## config.mk

```make
export PLATFORM = sky130hd
export DESIGN_NAME = evt_regfile
export DESIGN_NICKNAME = d
export VERILOG_FILES = /design/src/rtl/evt_pkg.sv /design/src/rtl/evt_access_decode.sv /design/src/rtl/evt_main_counter.sv /design/src/rtl/evt_channel_regs.sv /design/src/rtl/evt_regfile.sv
export SDC_FILE = /design/constraint.sdc
export NUM_CORES = 2
export LEC_CHECK = 0
export BUFFER_PORTS_ARGS = -buffer_cell sky130_fd_sc_hd__buf_2
export CORE_AREA = 10 10 308 310
export CTS_CLUSTER_SIZE = 30
export DETAILED_ROUTE_END_ITERATION = 10
export DIE_AREA = 0 0 318 320
export RECOVER_POWER = 50
export SYNTH_ARGS = -nofsm -noshare
export SYNTH_HDL_FRONTEND = slang
export SYNTH_HIERARCHICAL = 1
export SYNTH_SLANG_ARGS = --single-unit
```

## constraint.sdc

```tcl
create_clock -name clk -period 5 [get_ports clk]
set_clock_uncertainty 0.15 [all_clocks]
set_input_delay 0.25 -clock clk [delete_from_list [all_inputs] [get_ports clk]]
set_output_delay 0.25 -clock clk [all_outputs]
set_load 0.02 [all_outputs]
```

## src/rtl/evt_pkg.sv

```systemverilog
package evt_pkg;

    localparam int WIN_BITS = 10;

    typedef logic [63:0] word_t;

    typedef enum logic [2:0] {
        SEL_NONE,
        SEL_CAP,
        SEL_GCFG,
        SEL_CNT,
        SEL_CCFG,
        SEL_CCMP,
        SEL_CROUTE
    } sel_e;

    typedef struct packed {
        logic       legal;
        sel_e       sel;
        logic [4:0] ch;
        logic [2:0] lane;
        logic [3:0] len;
    } dec_t;

    localparam word_t CH_CFG_WMASK = 64'h0000_0000_0000_3F4E;
    localparam word_t CH_CFG_RESET = 64'h00F0_0000_0000_0030;
    localparam word_t CH_CMP_RESET = '1;

    function automatic word_t len_mask(logic [3:0] len);
        word_t m;
        case (len)
            4'd1:    m = 64'h0000_0000_0000_00FF;
            4'd2:    m = 64'h0000_0000_0000_FFFF;
            4'd4:    m = 64'h0000_0000_FFFF_FFFF;
            default: m = '1;
        endcase
        return m;
    endfunction

    function automatic word_t lane_mask(logic [2:0] lane, logic [3:0] len);
        return len_mask(len) << {lane, 3'b000};
    endfunction

    function automatic word_t merge_lanes(word_t oldv, word_t wd,
                                          logic [2:0] lane, logic [3:0] len);
        word_t m;
        m = lane_mask(lane, len);
        return ((wd << {lane, 3'b000}) & m) | (oldv & ~m);
    endfunction

    function automatic word_t extract_lanes(word_t v, logic [2:0] lane,
                                            logic [3:0] len);
        return (v >> {lane, 3'b000}) & len_mask(len);
    endfunction

    function automatic logic access_legal(logic [2:0] lane, logic [3:0] len);
        logic ok;
        case (len)
            4'd1:    ok = 1'b1;
            4'd2:    ok = (lane[0] == 1'b0);
            4'd4:    ok = (lane[1:0] == 2'b00);
            4'd8:    ok = (lane == 3'b000);
            default: ok = 1'b0;
        endcase
        return ok;
    endfunction

endpackage

```

## src/rtl/evt_access_decode.sv

```systemverilog
module evt_access_decode
    import evt_pkg::*;
#(
    parameter int NUM_CH = 3
) (
    input  logic [WIN_BITS-1:0] off,
    input  logic [3:0]          len,
    output dec_t                dec
);

    logic [4:0] blk;
    logic [4:0] chan_idx;

    assign blk      = off[9:5];
    assign chan_idx = blk - 5'd8;

    always_comb begin
        dec       = '0;
        dec.sel   = SEL_NONE;
        dec.lane  = off[2:0];
        dec.len   = len;
        dec.legal = access_legal(off[2:0], len);
        if (off[9:8] == 2'b00) begin
            case (off[7:3])
                5'h00:   dec.sel = SEL_CAP;
                5'h02:   dec.sel = SEL_GCFG;
                5'h1E:   dec.sel = SEL_CNT;
                default: dec.sel = SEL_NONE;
            endcase
        end else if (int'(chan_idx) < NUM_CH) begin
            dec.ch = chan_idx;
            case (off[4:3])
                2'd0:    dec.sel = SEL_CCFG;
                2'd1:    dec.sel = SEL_CCMP;
                2'd2:    dec.sel = SEL_CROUTE;
                default: dec.sel = SEL_NONE;
            endcase
        end
    end

endmodule

```

## src/rtl/evt_main_counter.sv

```systemverilog
module evt_main_counter
    import evt_pkg::*;
(
    input  logic  clk,
    input  logic  rst,
    input  logic  run,
    input  logic  wr_en,
    input  word_t wr_val,
    output word_t cnt
);

    word_t cnt_q;

    always_ff @(posedge clk) begin
        if (rst) begin
            cnt_q <= '0;
        end else if (wr_en) begin
            cnt_q <= wr_val;
        end else if (run) begin
            cnt_q <= cnt_q + 64'd1;
        end
    end

    assign cnt = cnt_q;

    // running counter advances by one
    a_r5_counts: assert property (@(posedge clk) disable iff (rst)
        ($past(run) && !$past(wr_en)) |-> cnt_q == $past(cnt_q) + 64'd1);

    // stopped counter holds
    a_r5_holds: assert property (@(posedge clk) disable iff (rst)
        (!$past(run) && !$past(wr_en)) |-> $stable(cnt_q));

    // written value lands regardless of enable
    a_r6_write_lands: assert property (@(posedge clk) disable iff (rst)
        wr_en |=> cnt_q == $past(wr_val));

    // reset clears the count
    a_r13_reset_zero: assert property (@(posedge clk)
        rst |=> cnt_q == '0);

endmodule

```

## src/rtl/evt_channel_regs.sv

```systemverilog
module evt_channel_regs
    import evt_pkg::*;
#(
    parameter int NUM_CH = 3
) (
    input  logic                    clk,
    input  logic                    rst,
    input  logic                    wr_en,
    input  sel_e                    sel,
    input  logic [4:0]              ch,
    input  word_t                   wd,
    output logic [NUM_CH-1:0][63:0] cfg_q,
    output logic [NUM_CH-1:0][63:0] cmp_q,
    output logic [NUM_CH-1:0][63:0] route_q,
    output logic [NUM_CH-1:0]       cfg_we,
    output logic [NUM_CH-1:0]       cmp_we,
    output logic [NUM_CH-1:0]       route_we
);

    for (genvar g = 0; g < NUM_CH; g++) begin : g_ch
        logic hit;
        assign hit = wr_en && (ch == 5'(g));

        always_ff @(posedge clk) begin
            if (rst) begin
                cfg_q[g]    <= CH_CFG_RESET;
                cmp_q[g]    <= CH_CMP_RESET;
                route_q[g]  <= '0;
                cfg_we[g]   <= 1'b0;
                cmp_we[g]   <= 1'b0;
                route_we[g] <= 1'b0;
            end else begin
                cfg_we[g]   <= hit && (sel == SEL_CCFG);
                cmp_we[g]   <= hit && (sel == SEL_CCMP);
                route_we[g] <= hit && (sel == SEL_CROUTE);
                if (hit && sel == SEL_CCFG)
                    cfg_q[g] <= (wd & CH_CFG_WMASK) | (cfg_q[g] & ~CH_CFG_WMASK);
                if (hit && sel == SEL_CCMP)
                    cmp_q[g] <= wd;
                if (hit && sel == SEL_CROUTE)
                    route_q[g] <= wd;
            end
        end

        // read-only configuration bits never move
        a_r8_cfg_ro_bits: assert property (@(posedge clk) disable iff (rst)
            ((cfg_q[g] & ~CH_CFG_WMASK) == ($past(cfg_q[g]) & ~CH_CFG_WMASK)));
    end

    // at most one channel register written per cycle
    a_r12_onehot: assert property (@(posedge clk) disable iff (rst)
        $onehot0({cfg_we, cmp_we, route_we}));

endmodule

```

## src/rtl/evt_regfile.sv

```systemverilog
module evt_regfile
    import evt_pkg::*;
#(
    parameter int          NUM_CH    = 3,
    parameter int          ADDR_W    = 16,
    parameter int unsigned PERIOD_FS = 4000000
) (
    input  logic                 clk,
    input  logic                 rst,
    input  logic                 req_valid,
    input  logic                 req_write,
    input  logic [ADDR_W-1:0]    req_addr,
    input  logic [3:0]           req_len,
    input  logic [63:0]          req_wdata,
    output logic                 rsp_valid,
    output logic [63:0]          rsp_rdata,
    output logic                 rsp_err,
    output logic [1:0]           gen_cfg_o,
    output logic [63:0]          counter_o,
    output logic [NUM_CH*64-1:0] ch_cfg_o,
    output logic [NUM_CH*64-1:0] ch_cmp_o,
    output logic [NUM_CH*64-1:0] ch_route_o,
    output logic [NUM_CH-1:0]    ch_cfg_we,
    output logic [NUM_CH-1:0]    ch_cmp_we,
    output logic [NUM_CH-1:0]    ch_route_we
);

    localparam logic [4:0] CH_LAST = 5'(NUM_CH - 1);
    localparam word_t CAP_WORD = {32'(PERIOD_FS), 16'h8086,
                                  1'b1, 1'b0, 1'b1, CH_LAST, 8'h01};

    dec_t                    dec;
    word_t                   old_val;
    word_t                   merged;
    word_t                   cnt;
    logic                    wr_ok;
    logic                    rsp_wr;
    logic [1:0]              gcfg_q;
    logic [NUM_CH-1:0][63:0] cfg_q;
    logic [NUM_CH-1:0][63:0] cmp_q;
    logic [NUM_CH-1:0][63:0] route_q;
    logic                    unused_hi_addr;

    assign unused_hi_addr = ^req_addr[ADDR_W-1:WIN_BITS];

    evt_access_decode #(.NUM_CH(NUM_CH)) u_dec (
        .off (req_addr[WIN_BITS-1:0]),
        .len (req_len),
        .dec (dec)
    );

    always_comb begin
        old_val = '0;
        case (dec.sel)
            SEL_CAP:  old_val = CAP_WORD;
            SEL_GCFG: old_val = {62'b0, gcfg_q};
            SEL_CNT:  old_val = cnt;
            default:  old_val = '0;
        endcase
        for (int i = 0; i < NUM_CH; i++) begin
            if (dec.ch == 5'(i)) begin
                if (dec.sel == SEL_CCFG)   old_val = cfg_q[i];
                if (dec.sel == SEL_CCMP)   old_val = cmp_q[i];
                if (dec.sel == SEL_CROUTE) old_val = route_q[i];
            end
        end
    end

    assign merged = merge_lanes(old_val, req_wdata, dec.lane, dec.len);
    assign wr_ok  = req_valid && req_write && dec.legal;

    evt_main_counter u_cnt (
        .clk    (clk),
        .rst    (rst),
        .run    (gcfg_q[0]),
        .wr_en  (wr_ok && dec.sel == SEL_CNT),
        .wr_val (merged),
        .cnt    (cnt)
    );

    evt_channel_regs #(.NUM_CH(NUM_CH)) u_ch (
        .clk      (clk),
        .rst      (rst),
        .wr_en    (wr_ok),
        .sel      (dec.sel),
        .ch       (dec.ch),
        .wd       (merged),
        .cfg_q    (cfg_q),
        .cmp_q    (cmp_q),
        .route_q  (route_q),
        .cfg_we   (ch_cfg_we),
        .cmp_we   (ch_cmp_we),
        .route_we (ch_route_we)
    );

    always_ff @(posedge clk) begin
        if (rst) begin
            gcfg_q    <= 2'b00;
            rsp_valid <= 1'b0;
            rsp_err   <= 1'b0;
            rsp_wr    <= 1'b0;
            rsp_rdata <= '0;
        end else begin
            rsp_valid <= req_valid;
            rsp_err   <= req_valid && !dec.legal;
            rsp_wr    <= req_valid && req_write;
            if (!req_valid)
                rsp_rdata <= '0;
            else if (!dec.legal)
                rsp_rdata <= '1;
            else if (req_write)
                rsp_rdata <= '0;
            else
                rsp_rdata <= extract_lanes(old_val, dec.lane, dec.len);
            if (wr_ok && dec.sel == SEL_GCFG)
                gcfg_q <= merged[1:0];
        end
    end

    assign gen_cfg_o  = gcfg_q;
    assign counter_o  = cnt;
    assign ch_cfg_o   = cfg_q;
    assign ch_cmp_o   = cmp_q;
    assign ch_route_o = route_q;

    // unsupported length always reports an error
    a_r1_bad_len_err: assert property (@(posedge clk) disable iff (rst)
        (req_valid && !(req_len inside {4'd1, 4'd2, 4'd4, 4'd8})) |=> rsp_err);

    // illegal read answers all ones
    a_r1_err_read_ones: assert property (@(posedge clk) disable iff (rst)
        (rsp_valid && rsp_err && !rsp_wr) |-> rsp_rdata == '1);

    // rejected request raises no strobe
    a_r1_err_no_strobe: assert property (@(posedge clk) disable iff (rst)
        rsp_err |-> ({ch_cfg_we, ch_cmp_we, ch_route_we} == '0));

    // configuration moves only after a write request
    a_r4_cfg_stable: assert property (@(posedge clk) disable iff (rst)
        !(req_valid && req_write) |=> $stable(gen_cfg_o));

endmodule

```

==> run metrics <==
most frequent cell after synthesis dfxtp_1; io pins 805; overall power 11610 µW; Synth Area in XOR/XNOR 0.9468%; Core Region 88240 µm²; Total GRT Usage 39.17%; DR vias/cell 6.412; fillers 9133; routed wire length per instance 35.55 µm; PD cells 278.3 nW/µm²; HP Class in -> reg; DP Worst Slack -0.06532 ns; worst r2r dst u_cnt/cnt[54]; synthesized area per cell 8.356 µm²; Hold EP rsp_rdata[3]; Area Growth Syn to Fin 18.71%; synthesized flop and latch total 555; Netlist cell types 101; maxcap violations 0; Synth top cells by count dfxtp_1 (555), nor2_1 (527), mux2i_1 (526), nand2b_1 (306), clkbuf_1 (227); post-route setup slack 0.4884 ns; vias 38.53k; post-CTS resize count 0; worst-margin pin slew 1.255 ns; WP data required 5.43 ns; largest family of logic cells by synthesized area simple AND/OR/NAND/NOR gates; Final Hold Fails 0; CP Capture Type register; HP Start req_len[1]; global-route wire length before repair 291600 µm; Chip Height 320 µm; run status complete, no violations; multiplexer area fraction after synthesis 17.48%; worst vdd ir 218.1 µV; final number of max-transition violations 0; initial antenna violation count 19; Max transition margin 16.30%; Mapped Cells 4207; Final #Nets 4864; Worst-path clk slew 0.06 ns; main flop type after synthesis dfxtp_1; Synth Area in Simple Gates 20.66%; Synth top area share 31.61%; first-iteration detailed-routing DRC count 5672; Routed Antenna Nets 0; Leak Pwr 0.01656 µW; # H-tree levels 3; Placed Area 39880 µm²; share of cells above drive strength 1 12.34%; Post-Route WL 213600 µm; GRT Residual Overflow 0; routability congestion estimate 1.042; TritonRoute pass-1 iters 7; Num Clock Sinks 555; Compound-Gate Fraction of Synth Area 20.40%; die area 101800 µm²; Worst R2R Start u_cnt/cnt[0]; Clock Latency Late Sink 0.65 ns; critical path startpoint category input pin; # DRC 0; crit path time final 4.512 ns; RSZ-0062 raised after global routing no; Yosys top cell by area dfxtp_1; R2R depth 7; Hold-fix buffers, CTS 3; Synth Cell Area 35150 µm²; post-route cell area 41730 µm²; initial core utilization 39.84%; Die W 318 µm; Synth area leaders dfxtp_1 (32%), mux2i_1 (15%), nor2_1 (5.6%); setup tns final 0 ns; Async SR Flop Fraction 0%; Ys Warns 6; clk buf depth 3; flop2flop setup slack 1.35 ns; Port Buffer Count 636; Root Buffer clkbuf_16; largest net degree at the start of global routing 227; number of global-route vias before repair 36.30k; adder-cell share of the synthesized area 0.1068%; # rows 109; post-CTS setup repair buffer count 0; Post-synth EDFFs 0; crit path kind in -> reg; TritonCTS buffer count 70; post-detail-place hpwl 164200 µm; share of the core filled with cells 47.29%; Max Freq 221.6 MHz; sequential area share after synthesis 31.61%; Worst Path Arrival 4.95 ns; # setup viols final 0; CTS tree done; Period Utilization, post-route 90.23%; hold depth 4; CP Max Fanout 21
[worst max-delay path by stage]
stage,slack (ns),from,to,cells after the start
2_1_floorplan,1.09,req_addr[8],u_ch/route_q[9],17
3_3_place_gp,-0.03,req_addr[8],rsp_rdata[12],17
3_5_place_dp,-0.07,req_addr[9],rsp_rdata[12],18
4_1_cts,0.57,req_addr[9],rsp_rdata[12],18
5_1_grt,0.37,req_addr[9],rsp_rdata[12],18
6_report,0.49,req_addr[9],rsp_rdata[12],18
[layer usage]
metal	global-route usage, %	up-vias	routed length [µm]
li1	-	16160	-
met1	44.49	18780	75680
met2	62.68	2891	95370
met3	10.79	694	23640
met4	28.91	10	18880
met5	0	-	65
[logic make-up (layout without fill, tap and decap cells)]
logic type	Yosys count	in the layout
adders and majority gates	3	3
AOI/OAI and AO/OA	1021	1021
muxes	584	584
and+or+nand+nor	1413	1413
buffers and inverters	590	1052
xor gates and xnor gates	38	38
other	3	178
DFF	555	555
[through the flow]
stage / hold WS [ns] / std cells
final: 0.04539 / 6009
after global routing: 0.06938 / 6002
after CTS: 0.009479 / 5994
after detailed placement: 0.3245 / 5863
after global placement: 0.3189 / 5863
after floorplan: 0.1724 / 4367
[worst max-delay path, stage by stage]
cell and delay (ns):
buf_2 0.10, inv_1 0.07, ha_1 0.19, inv_1 0.09
or4_1 0.46, a311oi_4 0.52, buf_12 0.24, nand2_2 0.26
buf_4 0.35, buf_4 0.20, nor2_1 0.46, a221oi_1 0.20
a211oi_1 0.50, buf_4 0.27, a211o_1 0.13, a21oi_1 0.05
o41ai_1 0.40, buf_4 0.16
[area by class of cell]
cell class                 instances  area (µm²)  share of cell area (%)
timing repair buffer             882        4785                   11.47
sequential                       555       11110                   26.63
multi-input combinational       3222       21700                   52.01
inverter                          42       160.2                  0.3838
tap                             1165        1458                   3.493
clock buffer                      92        1996                   4.782
clock inverter                    36       480.5                   1.151
antenna                           15       37.54                 0.08995
[flip-flops by register name, indices dropped and copies added, names as in the netlist]
name,count
u_ch/route_we,3
u_ch/cmp_we,3
rsp_rdata,64
u_ch/cfg_q,30
u_cnt/cnt,64
u_ch/cfg_we,3
u_ch/cmp_q,192
gen_cfg_o,2
rsp_err,1
rsp_valid,1
u_ch/route_q,192
[cell usage in the layout, fill, tap and decap left out, types with 89 or more instances in the layout]
cell type  netlist  layout
nand2b_1       306     305
a211oi_1        89      89
conb_1           3     163
nor2_1         527     523
nand2_1        160     157
buf_4          178     211
o21ai_0        171     171
a21oi_1        215     213
clkbuf_1       227     561
dfxtp_1        555     555
mux2i_1        526     526
[report_power, final]
| group | leakage, µW | internal [µW] | switching, µW |
|---|---|---|---|
| Sequential | 0.00449 | 4460 | 21.7 |
| Clock | 0.00120 | 3260 | 2310 |
| Combinational | 0.0109 | 430 | 1120 |
Note: power is estimated with default switching activity, not from simulation.
